===== config.mk =====
export PLATFORM = sky130hd
export DESIGN_NAME = shift_add_mult
export DESIGN_NICKNAME = d
export VERILOG_FILES = /design/src/rtl/mul_pkg.sv /design/src/rtl/state_decode.sv /design/src/rtl/mul_ctrl.sv /design/src/rtl/mul_datapath.sv /design/src/rtl/shift_add_mult.sv
export SDC_FILE = /design/constraint.sdc
export NUM_CORES = 1
export LEC_CHECK = 0
export BUFFER_PORTS_ARGS = -buffer_cell sky130_fd_sc_hd__buf_4
export CORE_MARGIN = 2
export CORE_UTILIZATION = 30
export DETAILED_ROUTE_END_ITERATION = 8
export PLACE_DENSITY = 0.57
export SLEW_MARGIN = 40
export SYNTH_ARGS = -nofsm -noshare
export SYNTH_HDL_FRONTEND = slang
export SYNTH_SLANG_ARGS = --single-unit

===== constraint.sdc =====
create_clock -name clk -period 1.6 [get_ports clk]
set_clock_uncertainty 0.05 [all_clocks]
set_input_delay 0.16 -clock clk [delete_from_list [all_inputs] [get_ports clk]]
set_output_delay 0.16 -clock clk [all_outputs]
set_load 0.1 [all_outputs]

===== src/rtl/mul_pkg.sv =====
package mul_pkg;
  // Controller state codes; the next-state equations depend on these exact values.
  typedef enum logic [1:0] {
    ST_IDLE  = 2'b00,
    ST_ADD   = 2'b01,
    ST_SHIFT = 2'b10
  } ctl_state_e;

  localparam int STATE_W   = 2;
  localparam int STATE_NUM = 3;
endpackage


===== src/rtl/state_decode.sv =====
module state_decode #(
  parameter int CODE_W = 2,
  parameter int LINES  = 3
) (
  input  logic [CODE_W-1:0] code,
  output logic [LINES-1:0]  line
);
  for (genvar i = 0; i < LINES; i++) begin : g_line
    assign line[i] = (code == CODE_W'(i));
  end
endmodule


===== src/rtl/mul_ctrl.sv =====
module mul_ctrl
  import mul_pkg::*;
(
  input  logic clk,
  input  logic rst,
  input  logic go,
  input  logic q_lsb,
  input  logic cnt_zero,
  output logic idle,
  output logic init_en,
  output logic add_en,
  output logic clr_carry,
  output logic shift_en,
  output logic busy,
  output logic done
);
  logic [STATE_W-1:0]   st_q, st_d;
  logic [STATE_NUM-1:0] line;
  logic                 busy_q, done_q;

  state_decode #(.CODE_W(STATE_W), .LINES(STATE_NUM)) u_dec (
    .code (st_q),
    .line (line)
  );

  // Decoded state lines; an unused code drives none, so it falls back to idle.
  assign idle = line[ST_IDLE];

  // Control equations
  assign init_en   = line[ST_IDLE] & go;
  assign add_en    = line[ST_ADD] & q_lsb;
  assign clr_carry = (line[ST_IDLE] & go) | line[ST_SHIFT];
  assign shift_en  = line[ST_SHIFT];

  // Next-state equations: high bit from the add line, low bit from start or loop-back
  assign st_d = {line[ST_ADD], (line[ST_IDLE] & go) | (line[ST_SHIFT] & ~cnt_zero)};

  always_ff @(posedge clk) begin
    if (rst) begin
      st_q   <= ST_IDLE;
      busy_q <= 1'b0;
      done_q <= 1'b0;
    end else begin
      st_q   <= st_d;
      busy_q <= |st_d;
      done_q <= line[ST_SHIFT] & cnt_zero;
    end
  end

  assign busy = busy_q;
  assign done = done_q;

  AST_DONE_ONE_CYCLE: assert property (@(posedge clk) disable iff (rst)
    done |=> !done);
  AST_DONE_NOT_BUSY: assert property (@(posedge clk) disable iff (rst)
    done |-> !busy);
  AST_GO_SETS_BUSY: assert property (@(posedge clk) disable iff (rst)
    (idle && go) |=> busy);
  AST_ADD_THEN_SHIFT: assert property (@(posedge clk) disable iff (rst)
    line[ST_ADD] |=> line[ST_SHIFT]);
  AST_GO_IGNORED_BUSY: assert property (@(posedge clk) disable iff (rst)
    (line[ST_ADD] && go) |=> !idle);
endmodule


===== src/rtl/mul_datapath.sv =====
module mul_datapath #(
  parameter int WIDTH = 4
) (
  input  logic               clk,
  input  logic               rst,
  input  logic               idle,
  input  logic               ld_mcand_req,
  input  logic               ld_mplier_req,
  input  logic [WIDTH-1:0]   operand_in,
  input  logic               init_en,
  input  logic               add_en,
  input  logic               clr_carry,
  input  logic               shift_en,
  output logic               q_lsb,
  output logic               cnt_zero,
  output logic [2*WIDTH-1:0] product
);
  localparam int CNT_W = $clog2(WIDTH);

  logic [WIDTH-1:0] mcand_q, mplier_q, acc_q;
  logic             carry_q;
  logic [CNT_W-1:0] cnt_q;
  logic [WIDTH:0]   sum;
  logic             ld_mcand, ld_mplier;

  assign ld_mcand  = idle & ld_mcand_req;
  assign ld_mplier = idle & ld_mplier_req & ~ld_mcand_req;
  assign sum       = {1'b0, acc_q} + {1'b0, mcand_q};

  always_ff @(posedge clk) begin
    if (rst) begin
      mcand_q  <= '0;
      mplier_q <= '0;
      acc_q    <= '0;
      carry_q  <= 1'b0;
      cnt_q    <= '0;
    end else begin
      if (ld_mcand) mcand_q <= operand_in;

      if (shift_en)       mplier_q <= {acc_q[0], mplier_q[WIDTH-1:1]};
      else if (ld_mplier) mplier_q <= operand_in;

      if (init_en)       acc_q <= '0;
      else if (add_en)   acc_q <= sum[WIDTH-1:0];
      else if (shift_en) acc_q <= {carry_q, acc_q[WIDTH-1:1]};

      if (add_en)         carry_q <= sum[WIDTH];
      else if (clr_carry) carry_q <= 1'b0;

      if (init_en)       cnt_q <= CNT_W'(WIDTH - 1);
      else if (shift_en) cnt_q <= cnt_q - CNT_W'(1);
    end
  end

  assign q_lsb    = mplier_q[0];
  assign cnt_zero = (cnt_q == '0);
  assign product  = {acc_q, mplier_q};

  AST_BOTH_STROBES_KEEP_MPLIER: assert property (@(posedge clk) disable iff (rst)
    (idle && ld_mcand_req && ld_mplier_req && !shift_en) |=> $stable(mplier_q));
  AST_MCAND_HELD_BUSY: assert property (@(posedge clk) disable iff (rst)
    !idle |=> $stable(mcand_q));
  AST_SHIFT_ZERO_FILL: assert property (@(posedge clk) disable iff (rst)
    shift_en |=> !carry_q);
  AST_COUNT_DOWN: assert property (@(posedge clk) disable iff (rst)
    (shift_en && !cnt_zero) |=> (cnt_q == $past(cnt_q) - CNT_W'(1)));
  AST_RESULT_HOLD: assert property (@(posedge clk) disable iff (rst)
    (idle && !init_en && !ld_mcand_req && !ld_mplier_req) |=> $stable(product));
endmodule


===== src/rtl/shift_add_mult.sv =====
module shift_add_mult #(
  parameter int WIDTH = 4
) (
  input  logic               clk,
  input  logic               rst,
  input  logic               go,
  input  logic               load_mcand,
  input  logic               load_mplier,
  input  logic [WIDTH-1:0]   operand_in,
  output logic [2*WIDTH-1:0] product,
  output logic               busy,
  output logic               done
);
  logic idle, init_en, add_en, clr_carry, shift_en, q_lsb, cnt_zero;

  mul_ctrl u_ctrl (
    .clk       (clk),
    .rst       (rst),
    .go        (go),
    .q_lsb     (q_lsb),
    .cnt_zero  (cnt_zero),
    .idle      (idle),
    .init_en   (init_en),
    .add_en    (add_en),
    .clr_carry (clr_carry),
    .shift_en  (shift_en),
    .busy      (busy),
    .done      (done)
  );

  mul_datapath #(.WIDTH(WIDTH)) u_dp (
    .clk           (clk),
    .rst           (rst),
    .idle          (idle),
    .ld_mcand_req  (load_mcand),
    .ld_mplier_req (load_mplier),
    .operand_in    (operand_in),
    .init_en       (init_en),
    .add_en        (add_en),
    .clr_carry     (clr_carry),
    .shift_en      (shift_en),
    .q_lsb         (q_lsb),
    .cnt_zero      (cnt_zero),
    .product       (product)
  );
endmodule


== Word-level counts from Yosys, hierarchy flattened ==
Cells that the tools add are included.
Widths: inputs -> output; s select.

* Register bits after elaboration: 19
* Input bits: 9
* Output and inout bits: 10
* Word-level logic and storage cells: 39

* Add/sub/neg operators: 2
* Equality and inequality tests: 2
* Mux-type cells: 8
* Bitwise logic cells: 11
* Reductions and logical operators: 8

{| class="wikitable"
|+ Operators with widths
! kind !! number
|-
| $mux 4 || 4
|-
| $reduce_bool 2->1 || 4
|-
| $and 1x1->1 || 7
|-
| $add 4x4->5 || 1
|-
| $logic_not 2->1 || 2
|-
| $mux 2 || 2
|-
| $reduce_or 2->1 || 2
|-
| $eq 2x1->1 const B || 1
|-
| $eq 2x2->1 const B || 1
|-
| $mux 1 || 2
|-
| $not 1->1 || 2
|-
| $or 1x1->1 || 2
|-
| $sub 2x1->2 const B || 1
|}

== Longest topological paths before layout ==
Gate-level depths: netlist of the first run.

* Word-level depth: 5
* Mapped depth: 6
* Mapped depth without buffers: 6

== By module ==
From an unflattened synthesis of the first run, not the netlist that was laid out.

* Cell total of the unflattened synthesis: 106
* Area total of the unflattened synthesis: 959.7 um^2

{| class="wikitable"
|+ Modules (own cells, without submodules)
! module !! instances !! cells an instance !! area each (um^2) !! seq. area each (um^2)
|-
| mul_datapath || 1 || 88 || 808.3 || 300.3
|-
| mul_ctrl || 1 || 15 || 132.6 || 80.1
|-
| state_decode || 1 || 3 || 18.8 || 0.0
|}

== Least setup slack after synthesis of the first run ==
No wires, ideal clock.

* Kind: register to register
* Start point: reg u_dp.acc_q[0]
* End point: reg u_dp.acc_q[1]
* Setup time: 0.124 ns
* Arrival: 1.907 ns
* Data required time: 1.426 ns
* Setup slack: -0.481 ns
* Cell stages (with the launch flop): 5
* Buffers on the path: 0
* Clock period less this slack: 2.081 ns
* Cell sequence: dfxtp_1 -> ha_1 -> fa_1 -> a22oi_1 -> a21oi_1

* Word-level cells in the longest chain between the ends: 2

{| class="wikitable"
|+ Ends and longest elaborated chain
! what !! line !! text
|-
| start: declaration || mul_datapath.sv:20 || <nowiki>logic [WIDTH-1:0] mcand_q, mplier_q, acc_q;</nowiki>
|-
| start signal: assignment || mul_datapath.sv:44 || <nowiki>else if (add_en) acc_q <= sum[WIDTH-1:0];</nowiki>
|-
| start signal: assignment || mul_datapath.sv:45 || <nowiki>else if (shift_en) acc_q <= {carry_q, acc_q[WIDTH-1:1]};</nowiki>
|-
| $add 4x4->5 || mul_datapath.sv:28 || <nowiki>assign sum = {1'b0, acc_q} + {1'b0, mcand_q};</nowiki>
|-
| $mux 4 || mul_datapath.sv:44 ||
|}

No other way between the ends.
A chain may end at the register's enable or synchronous reset.

== Worst setup path after layout of the first run ==
* Start point: reg u_dp.acc_q[0]
* End point: reg u_dp.carry_q

* Word-level cells in the longest chain between the ends: 2

{| class="wikitable"
|+ Ends and longest elaborated chain
! what !! line !! text
|-
| $add 4x4->5 || mul_datapath.sv:28 ||
|-
| $mux 1 || mul_datapath.sv:47 || <nowiki>if (add_en) carry_q <= sum[WIDTH];</nowiki>
|-
| end signal: assignment || mul_datapath.sv:47 ||
|-
| end: declaration || mul_datapath.sv:21 || <nowiki>logic carry_q;</nowiki>
|}

No other way between the ends.

==> impl_metrics.env, run 1 <==
export IMPL_status="finished clean"
export IMPL_drt_pass1_iter_count=4
export IMPL_max_cap_viol_count=0
export IMPL_cts_tree="done"
export IMPL_cts_num_sinks=19
export IMPL_cp_arrival_ns=1.61
export IMPL_cts_root_buf="clkbuf_4"
export IMPL_track_usage_pct=12.32
export IMPL_worst_setup_path_type="reg -> reg"
export IMPL_fin_crit_ns=1.475
export IMPL_ant_nets=0
export IMPL_ys_types=31
export IMPL_grt_max_degree=16
export IMPL_synth_area_leaders="dfxtp_1 (40%), ha_1 (6.6%), mux2i_1 (5.3%), nand2_1 (5.2%), nor2_1 (5.2%)"
export IMPL_holdBufCountCts=0
export IMPL_register_area_sq_um=392.9
export IMPL_worst_setup_path_start_kind="register"
export IMPL_fillers=317
export IMPL_synth_seq_area_share_pct=40.32
export IMPL_die_height_um=60.08
export IMPL_p_leak_nw=0.4955
export IMPL_dpl_cell_area_sq_um=1116
export IMPL_powerDensity_nw_per_um2=882.8
export IMPL_synth_cells=102
export IMPL_finalCritPeriodShare_pct=92.16
export IMPL_vdd_ir_drop_worst_v=0.0006597
export IMPL_ff2ff_setup_slack_ns=0.13
export IMPL_place_port_buffers=18
export IMPL_synthFlopType="dfxtp_1"
export IMPL_avgSynthCellArea_sq_um=9.249
export IMPL_cp_max_fo=4
export IMPL_place_hpwl_um=1537
export IMPL_core_area_sq_um=3028
export IMPL_synth_top_area_cell="dfxtp_1"
export IMPL_hp_class="in -> reg"
export IMPL_antenna_found_initial=0
export IMPL_fmax_ghz=0.6781
export IMPL_die_area_sq_um=3609
export IMPL_routed_via_density=4.767
export IMPL_setup_viol=0
export IMPL_io_pins=19
export IMPL_final_common_cell="buf_4"
export IMPL_final_util_pct=37.81
export IMPL_grt_pass1_wl_um=3284
export IMPL_start_util_pct=31.16
export IMPL_ys_ff_latch=19
export IMPL_place_gp_congestion=0.8276
export IMPL_num_antenna_cells=0
export IMPL_clk_pin_slew_worst_paths_ns=0.10
export IMPL_reg2reg_from="u_dp.acc_q[0]$_SDFFE_PP0P_"
export IMPL_yosysWarnings=0
export IMPL_drt_iter0_markers=22
export IMPL_clock_path_buffers=2
export IMPL_hold_start="operand_in[3]"
export IMPL_yosysTopAreaCellShare_pct=40.32
export IMPL_cts_setup_buffers=0
export IMPL_reg2reg_depth=5
export IMPL_cp_required_ns=1.74
export IMPL_grt_pass1_vias=718
export IMPL_numCtsBuffers=3
export IMPL_synthArstFlopShare_pct=0
export IMPL_max_slew_margin_rel_pct=76.94
export IMPL_clk_latency_ns=0.30
export IMPL_stdcell_area_sq_um=1145
export IMPL_area_growth_pct=21.35
export IMPL_crit_path_end_kind="register"
export IMPL_synth_fp_nets=117
export IMPL_drive_gt1_share_pct=28.57
export IMPL_slew_viol_final=0
export IMPL_routedWlPerCell_um=12.63
export IMPL_gr_total_overflow=0
export IMPL_synth_edf_count=0
export IMPL_layout_common_cells="buf_4 (19), dfxtp_1 (15), nor2_1 (13), nand2_1 (13), a21oi_1 (6)"
export IMPL_tightest_slew_ns=0.3454
export IMPL_netlist_area_sq_um=943.4
export IMPL_rsz0062_at_grt="no"
export IMPL_multi_input_area_sq_um=513.0
export IMPL_r2r_end="u_dp.carry_q$_SDFFE_PP0P_"
export IMPL_remaining_drc_errors=0
export IMPL_routed_wl_um=2059
export IMPL_finalHoldViolCount=0
export IMPL_vias=777
export IMPL_min_path_cells=3
export IMPL_rows=20
export IMPL_num_nets_final=135
export IMPL_min_to="u_dp.mcand_q[3]$_SDFFE_PP0P_"
export IMPL_h_tree_depth=1
export IMPL_fin_tns_setup_ns=0
export IMPL_die_w_um=60.08
==> layer usage <==
layer | GRT usage, % | vias to the layer above | share of wire (%)
li1 | - | 391 | -
met1 | 15.59 | 369 | 47
met2 | 20.19 | 15 | 49
met3 | 4.762 | 2 | 4.1
met4 | 1.905 | 0 | 0.49
met5 | 0 | - | 0
==> registers in the layout, summed over array words and instances (netlist names) <==
| signal | flops |
|---|---|
| u_dp.acc_q | 4 |
| u_ctrl.done | 1 |
| u_dp.mcand_q | 4 |
| u_ctrl.busy | 1 |
| u_ctrl.st_q | 2 |
| u_dp.cnt_q | 2 |
| u_dp.carry_q | 1 |
| u_dp.mplier_q | 4 |
==> synth_stat cells (2+ instances only) <==
library cell / n
a211oi_1: 2
a311oi_1: 4
nand3_1: 3
buf_6: 3
a21o_1: 2
ha_1: 5
nand2_1: 13
nor3_1: 3
mux2i_1: 5
dfxtp_1: 19
inv_1: 4
a21oi_1: 6
a22oi_1: 3
nor2_1: 13
==> where the power goes <==
| part | internal [W] | total [W] | switching, W |
|---|---|---|---|
| registers | 0.000496 | 0.000522 | 0.0000257 |
| clock network | 0.0000971 | 0.000247 | 0.000150 |
| logic | 0.0000759 | 0.000241 | 0.000165 |
| total | 0.000669 | 0.00101 | 0.000341 |
==> cells by family after synthesis <==
group                      Yosys count  synth area share (%)
DFF                                 19                 40.32
buffers and inverters               10                 6.895
muxes                                5                 5.305
xor gates and xnor gates             1                0.9286
and+or+nand+nor                     41                 21.62
adders and majority gates            6                 8.753
AOI/OAI and AO/OA                   20                 16.18
==> what timing repair did <==
action	in CTS	in global routing
hold endpoints to repair	0	0
setup endpoints to repair	0	1
resized for setup	0	1
==> stage by stage <==
step / cells / hold WS, ns / power (W) / setup WS [ns]
floorplan: 102 / 0.1821 / 0.0007230 / 0.02001
global route: 163 / 0.06015 / 0.001067 / 0.05668
finish: 163 / 0.05737 / 0.001011 / 0.1254
detailed placement: 159 / 0.3686 / 0.0007750 / 0.08709
global placement: 159 / 0.3618 / 0.0007701 / 0.1251
CTS: 163 / 0.04962 / 0.001022 / 0.06198
==> worst max path at each step <==
stage,start,end,cells after the start
2_1_floorplan,u_dp.acc_q[0]$_SDFFE_PP0P_,u_dp.carry_q$_SDFFE_PP0P_,5
3_3_place_gp,u_dp.acc_q[0]$_SDFFE_PP0P_,u_dp.carry_q$_SDFFE_PP0P_,5
3_5_place_dp,u_dp.acc_q[0]$_SDFFE_PP0P_,u_dp.carry_q$_SDFFE_PP0P_,5
4_1_cts,u_dp.acc_q[0]$_SDFFE_PP0P_,u_dp.carry_q$_SDFFE_PP0P_,5
5_1_grt,u_dp.acc_q[0]$_SDFFE_PP0P_,u_dp.carry_q$_SDFFE_PP0P_,5
6_report,u_dp.acc_q[0]$_SDFFE_PP0P_,u_dp.carry_q$_SDFFE_PP0P_,5
==> final cells by class <==
cell class              count  share of cell area [%]
clock buffers               4                   2.295
multi-input cells          73                   44.81
flip-flops and latches     19                   34.32
repair buffers             19                   12.46
inverters                   4                   1.311
well taps                  44                   4.809
==> critical path, stage by stage (launching register included) <==
cell,delay (ns)
dfxtp_4,0.38
ha_4,0.17
fa_2,0.36
a21o_1,0.19
a21oi_1,0.14
o32ai_1,0.08
Power figures use the tool's default switching activity.
==> inputs of run 2 (changes only) <==
Settings changed: BUFFER_PORTS_ARGS -buffer_cell sky130_fd_sc_hd__buf_4 to -buffer_cell sky130_fd_sc_hd__buf_2, CTS_BUF_LIST set to sky130_fd_sc_hd__clkbuf_4, PLACE_DENSITY 0.57 to not set, PLACE_DENSITY_LB_ADDON set to 0.05.
==> run 2 against run 1 <==
Against the previous run:
- non-clock buffer count unchanged
- via count shrank 1.8%
- total power shrank 2.2%
- combinational power down 5%
- sequential power about the same
- register-to-register slack worse by 0.04 ns
- global-route usage increased by 0.39 points
- first-iteration DRC count is 27% lower
- highest routed layer unchanged
==> impl_metrics.env, run 2 (synthesized netlist as in run 1, its figures left out) <==
export IMPL_fmax_ghz=0.6594
export IMPL_place_hpwl_um=1509
export IMPL_rows=20
export IMPL_routed_via_density=4.681
export IMPL_fin_crit_ns=1.517
export IMPL_fillers=322
export IMPL_antenna_found_initial=0
export IMPL_max_slew_margin_rel_pct=67.75
export IMPL_core_area_sq_um=3028
export IMPL_final_common_cell="buf_2"
export IMPL_routedWlPerCell_um=12.02
export IMPL_critPathTopFamily="adder cells"
export IMPL_path_buf_inv=0
export IMPL_grt_pass1_vias=752
export IMPL_finalCritPeriodShare_pct=94.79
export IMPL_cts_setup_buffers=0
export IMPL_max_cap_viol_count=0
export IMPL_grt_pass1_wl_um=3387
export IMPL_grt_max_degree=16
export IMPL_area_growth_pct=16.45
export IMPL_vias=763
export IMPL_slew_viol_final=0
export IMPL_p_leak_nw=0.4931
export IMPL_remaining_drc_errors=0
export IMPL_clk_pin_slew_worst_paths_ns=0.11
export IMPL_worst_setup_path_type="reg -> reg"
export IMPL_drt_pass1_iter_count=4
export IMPL_clk_latency_ns=0.30
export IMPL_final_util_pct=36.28
export IMPL_worst_setup_path_start_kind="register"
export IMPL_cp_required_ns=1.74
export IMPL_drive_gt1_share_pct=28.57
export IMPL_cts_num_sinks=19
export IMPL_place_port_buffers=18
export IMPL_cts_resized=0
export IMPL_cp_arrival_ns=1.65
export IMPL_reg2reg_from="u_dp.acc_q[0]$_SDFFE_PP0P_"
export IMPL_rsz0062_at_grt="no"
export IMPL_die_area_sq_um=3609
export IMPL_num_nets_final=135
export IMPL_cp_max_fo=4
export IMPL_register_area_sq_um=392.9
export IMPL_holdBufCountCts=0
export IMPL_numCtsBuffers=3
export IMPL_tightest_slew_ns=0.4872
export IMPL_h_tree_depth=1
export IMPL_slowest_stage="fa_1"
export IMPL_layout_common_cells="buf_2 (18), dfxtp_1 (15), nor2_1 (13), nand2_1 (13), a21oi_1 (6)"
export IMPL_stdcell_count=163
export IMPL_powerDensity_nw_per_um2=899.5
export IMPL_clock_path_buffers=2
export IMPL_fin_hold_ws_ns=0.05525
export IMPL_ant_nets=0
export IMPL_hp_class="in -> reg"
export IMPL_worstPathCellList="ha_4 > fa_1 > a21o_1 > a21oi_1 > o32ai_1"
export IMPL_fin_tns_setup_ns=0
export IMPL_num_antenna_cells=0
export IMPL_track_usage_pct=12.71
export IMPL_reg_top3="u_dp.acc_q: 4 flops, u_dp.mcand_q: 4 flops, u_dp.mplier_q: 4 flops"
export IMPL_die_height_um=60.08
export IMPL_routed_wl_um=1960
export IMPL_vdd_ir_drop_worst_v=0.0003056
export IMPL_hold_start="operand_in[2]"
export IMPL_start_util_pct=31.16
export IMPL_gr_total_overflow=0
export IMPL_finalHoldViolCount=0
export IMPL_cts_tree="done"
export IMPL_cp_startpoint="u_dp.acc_q[0]$_SDFFE_PP0P_"
export IMPL_multi_input_area_sq_um=510.5
export IMPL_cp_slowest_stage_delay_ns=0.39
export IMPL_drt_iter0_markers=16
export IMPL_cts_root_buf="clkbuf_4"
export IMPL_crit_path_end_kind="register"
export IMPL_power_w=0.0009881
export IMPL_status="finished clean"
export IMPL_placed_cells=159
export IMPL_place_gp_congestion=0.7901
export IMPL_die_w_um=60.08
export IMPL_setup_viol=0
export IMPL_io_pins=19
-- run 2: worst paths after layout --
| path | to | slack (ns) | cells after the start |
|---|---|---|---|
| worst min register to register | u_dp.cnt_q[0]$_SDFFE_PP0P_ | 0.43 | 1 |
| worst min-delay path | u_dp.mcand_q[2]$_SDFFE_PP0P_ | 0.06 | 3 |
| worst max register to register | u_dp.carry_q$_SDFFE_PP0P_ | 0.08 | 5 |
| worst max-delay path | u_dp.carry_q$_SDFFE_PP0P_ | 0.08 | 5 |
-- run 2: metal layers --
layer	global-route usage [%]	wire length, um
met3	2.597	66
met5	0	0
met2	20.03	881
met4	5.714	30
met1	16.60	982
-- run 2: through the flow --
stage | cell area, sq um | setup WS (ns)
floorplan | 968.4 | 0.02001
global placement | 1071 | 0.1222
detailed placement | 1071 | 0.1110
CTS | 1099 | 0.08551
global route | 1099 | 0.01325
finish | 1099 | 0.08338
-- run 2: report_power, final --
group / switching (W) / leakage [nW] / internal [W]
Sequential: 0.0000237 / 0.159 / 0.000496
Combinational: 0.000166 / 0.317 / 0.0000624
Clock: 0.000147 / 0.0177 / 0.0000931
Total: 0.000337 / 0.493 / 0.000652
-- run 2: final cells by class --
type                       count  area share (%)
multi-input combinational     73           46.47
sequential                    19           35.76
timing repair buffer          19           8.884
tap                           44           5.011
clock buffer                   3           2.050
inverter                       4           1.367
clock inverter                 1          0.4556
-- run 2: worst reg2reg max path: stages (launching register included) --
cell,delay (ns)
dfxtp_4,0.38
ha_4,0.16
fa_1,0.39
a21o_1,0.20
a21oi_1,0.15
o32ai_1,0.09
==> inputs of run 3 (changes only) <==
Settings changed: PLACE_DENSITY_LB_ADDON 0.05 to 0.3.
==> run 3 against run 2 <==
Against the previous run:
- worst setup slack lost 0.021 ns
- clock power grew 10%
- die area is the same
- critical path depth is the same
- register-to-register slack lost 0.02 ns
- cell count is the same
- non-clock buffer count is the same
- global-route usage grew 0.31 points
- worst hold slack gained 0.0070 ns
- via count grew 2.4%
- largest cell class unchanged
==> impl_metrics.env, run 3 (synthesized netlist as in run 1, its figures left out) <==
export IMPL_layout_common_cells="buf_2 (18), dfxtp_1 (15), nor2_1 (13), nand2_1 (13), a21oi_1 (6)"
export IMPL_max_slew_margin_rel_pct=67.71
export IMPL_setup_viol=0
export IMPL_use_met1_pct=15.42
export IMPL_h_tree_depth=1
export IMPL_gr_total_overflow=0
export IMPL_drive_gt1_share_pct=28.57
export IMPL_num_nets_final=135
export IMPL_final_common_cell="buf_2"
export IMPL_status="finished clean"
export IMPL_powerDensity_nw_per_um2=922.1
export IMPL_cts_setup_buffers=0
export IMPL_fin_tns_setup_ns=0
export IMPL_die_height_um=60.08
export IMPL_cp_max_fo=4
export IMPL_crit_path_end_kind="register"
export IMPL_cp_arrival_ns=1.68
export IMPL_p_leak_nw=0.4938
export IMPL_cp_startpoint="u_dp.acc_q[0]$_SDFFE_PP0P_"
export IMPL_routedWlPerCell_um=12.36
export IMPL_remaining_drc_errors=0
export IMPL_reg2reg_from="u_dp.acc_q[0]$_SDFFE_PP0P_"
export IMPL_holdBufCountCts=0
export IMPL_io_pins=19
export IMPL_num_antenna_cells=0
export IMPL_grt_max_degree=16
export IMPL_reg_top3="u_dp.acc_q: 4 flops, u_dp.mcand_q: 4 flops, u_dp.mplier_q: 4 flops"
export IMPL_drt_pass1_iter_count=4
export IMPL_slew_viol_final=0
export IMPL_fillers=330
export IMPL_cp_required_ns=1.74
export IMPL_die_w_um=60.08
export IMPL_tightest_slew_ns=0.4876
export IMPL_track_usage_pct=13.02
export IMPL_rows=20
export IMPL_rsz0062_at_grt="no"
export IMPL_hold_start="operand_in[1]"
export IMPL_cts_root_buf="clkbuf_4"
export IMPL_routed_wl_um=2014
export IMPL_die_area_sq_um=3609
export IMPL_finalCritPeriodShare_pct=96.09
export IMPL_vdd_ir_drop_worst_v=0.0004878
export IMPL_cts_resized=0
export IMPL_grtUsageMet2_pct=22.67
export IMPL_area_growth_pct=16.71
export IMPL_cts_tree="done"
export IMPL_grt_pass1_wl_um=3539
export IMPL_grt_pass1_vias=814
export IMPL_place_port_buffers=18
export IMPL_place_gp_congestion=0.7266
export IMPL_start_util_pct=31.16
export IMPL_post_place_ws_ns=0.09441
export IMPL_hp_class="in -> reg"
export IMPL_antenna_found_initial=0
export IMPL_place_hpwl_um=1531
export IMPL_fin_crit_ns=1.537
export IMPL_clock_path_buffers=2
export IMPL_vias=781
export IMPL_clk_latency_ns=0.30
export IMPL_fmax_ghz=0.6505
export IMPL_worst_setup_path_start_kind="register"
export IMPL_core_area_sq_um=3028
export IMPL_max_cap_viol_count=0
export IMPL_routed_via_density=4.791
export IMPL_cts_num_sinks=19
export IMPL_clk_pin_slew_worst_paths_ns=0.11
export IMPL_worst_slack_ns=0.06263
export IMPL_busiest_layer="met2"
export IMPL_finalHoldViolCount=0
export IMPL_drt_iter0_markers=11
export IMPL_numCtsBuffers=3
export IMPL_worst_setup_path_type="reg -> reg"
export IMPL_ant_nets=0
export IMPL_met3_usage_pct=3.680
-- run 3: cell count changes in the layout (fill, tap and decap cells not counted) --
cell,change
clkbuf_4,+1
clkinv_2,-1
-- run 3: report_power, final --
| part | switching (W) | internal (W) | total [W] |
|---|---|---|---|
| logic | 0.000167 | 0.0000631 | 0.000231 |
| registers | 0.0000238 | 0.000496 | 0.000520 |
| clock network | 0.000151 | 0.000114 | 0.000265 |
-- run 3: cell type report --
class	instances	area, sq um	area share [%]
Timing Repair Buffer	19	97.59	8.864
Sequential cell	19	392.9	35.68
Multi-Input combinational cell	73	510.5	46.36
Inverter	4	15.01	1.364
Tap cell	44	55.05	5.000
Clock buffer	4	30.03	2.727
-- run 3: final timing paths --
kind	to	slack, ns	depth (start not counted)
worst max-delay path	u_dp.carry_q$_SDFFE_PP0P_	0.06	5
worst min-delay path	u_dp.mcand_q[1]$_SDFFE_PP0P_	0.06	3
worst max register to register	u_dp.carry_q$_SDFFE_PP0P_	0.06	5
worst min register to register	u_dp.cnt_q[0]$_SDFFE_PP0P_	0.42	1
-- run 3: routing by layer --
layer  routed length, um  up-vias
met2                 949       19
met5                   0        -
met4                  27        0
met1                 937      373
li1                    -      387
met3                  99        2
-- run 3: worst max-delay path, cell delays in order (launching register included) --
cell and delay, ns:
dfxtp_4 0.38, ha_4 0.16, fa_1 0.41, a21o_1 0.20
a21oi_1 0.14, o32ai_1 0.08
-- run 3: through the flow --
stage	power, W	hold WS [ns]	cell area (sq um)	utilization (%)	std cells
floorplan	0.0007230	0.1821	968.4	-	102
global placement	0.0007570	0.3615	1071	35.37	159
detailed placement	0.0007631	0.3759	1071	35.37	159
CTS	0.001028	0.05503	1101	36.36	163
global route	0.001068	0.08447	1101	36.36	163
finish	0.001015	0.06229	1101	36.36	163
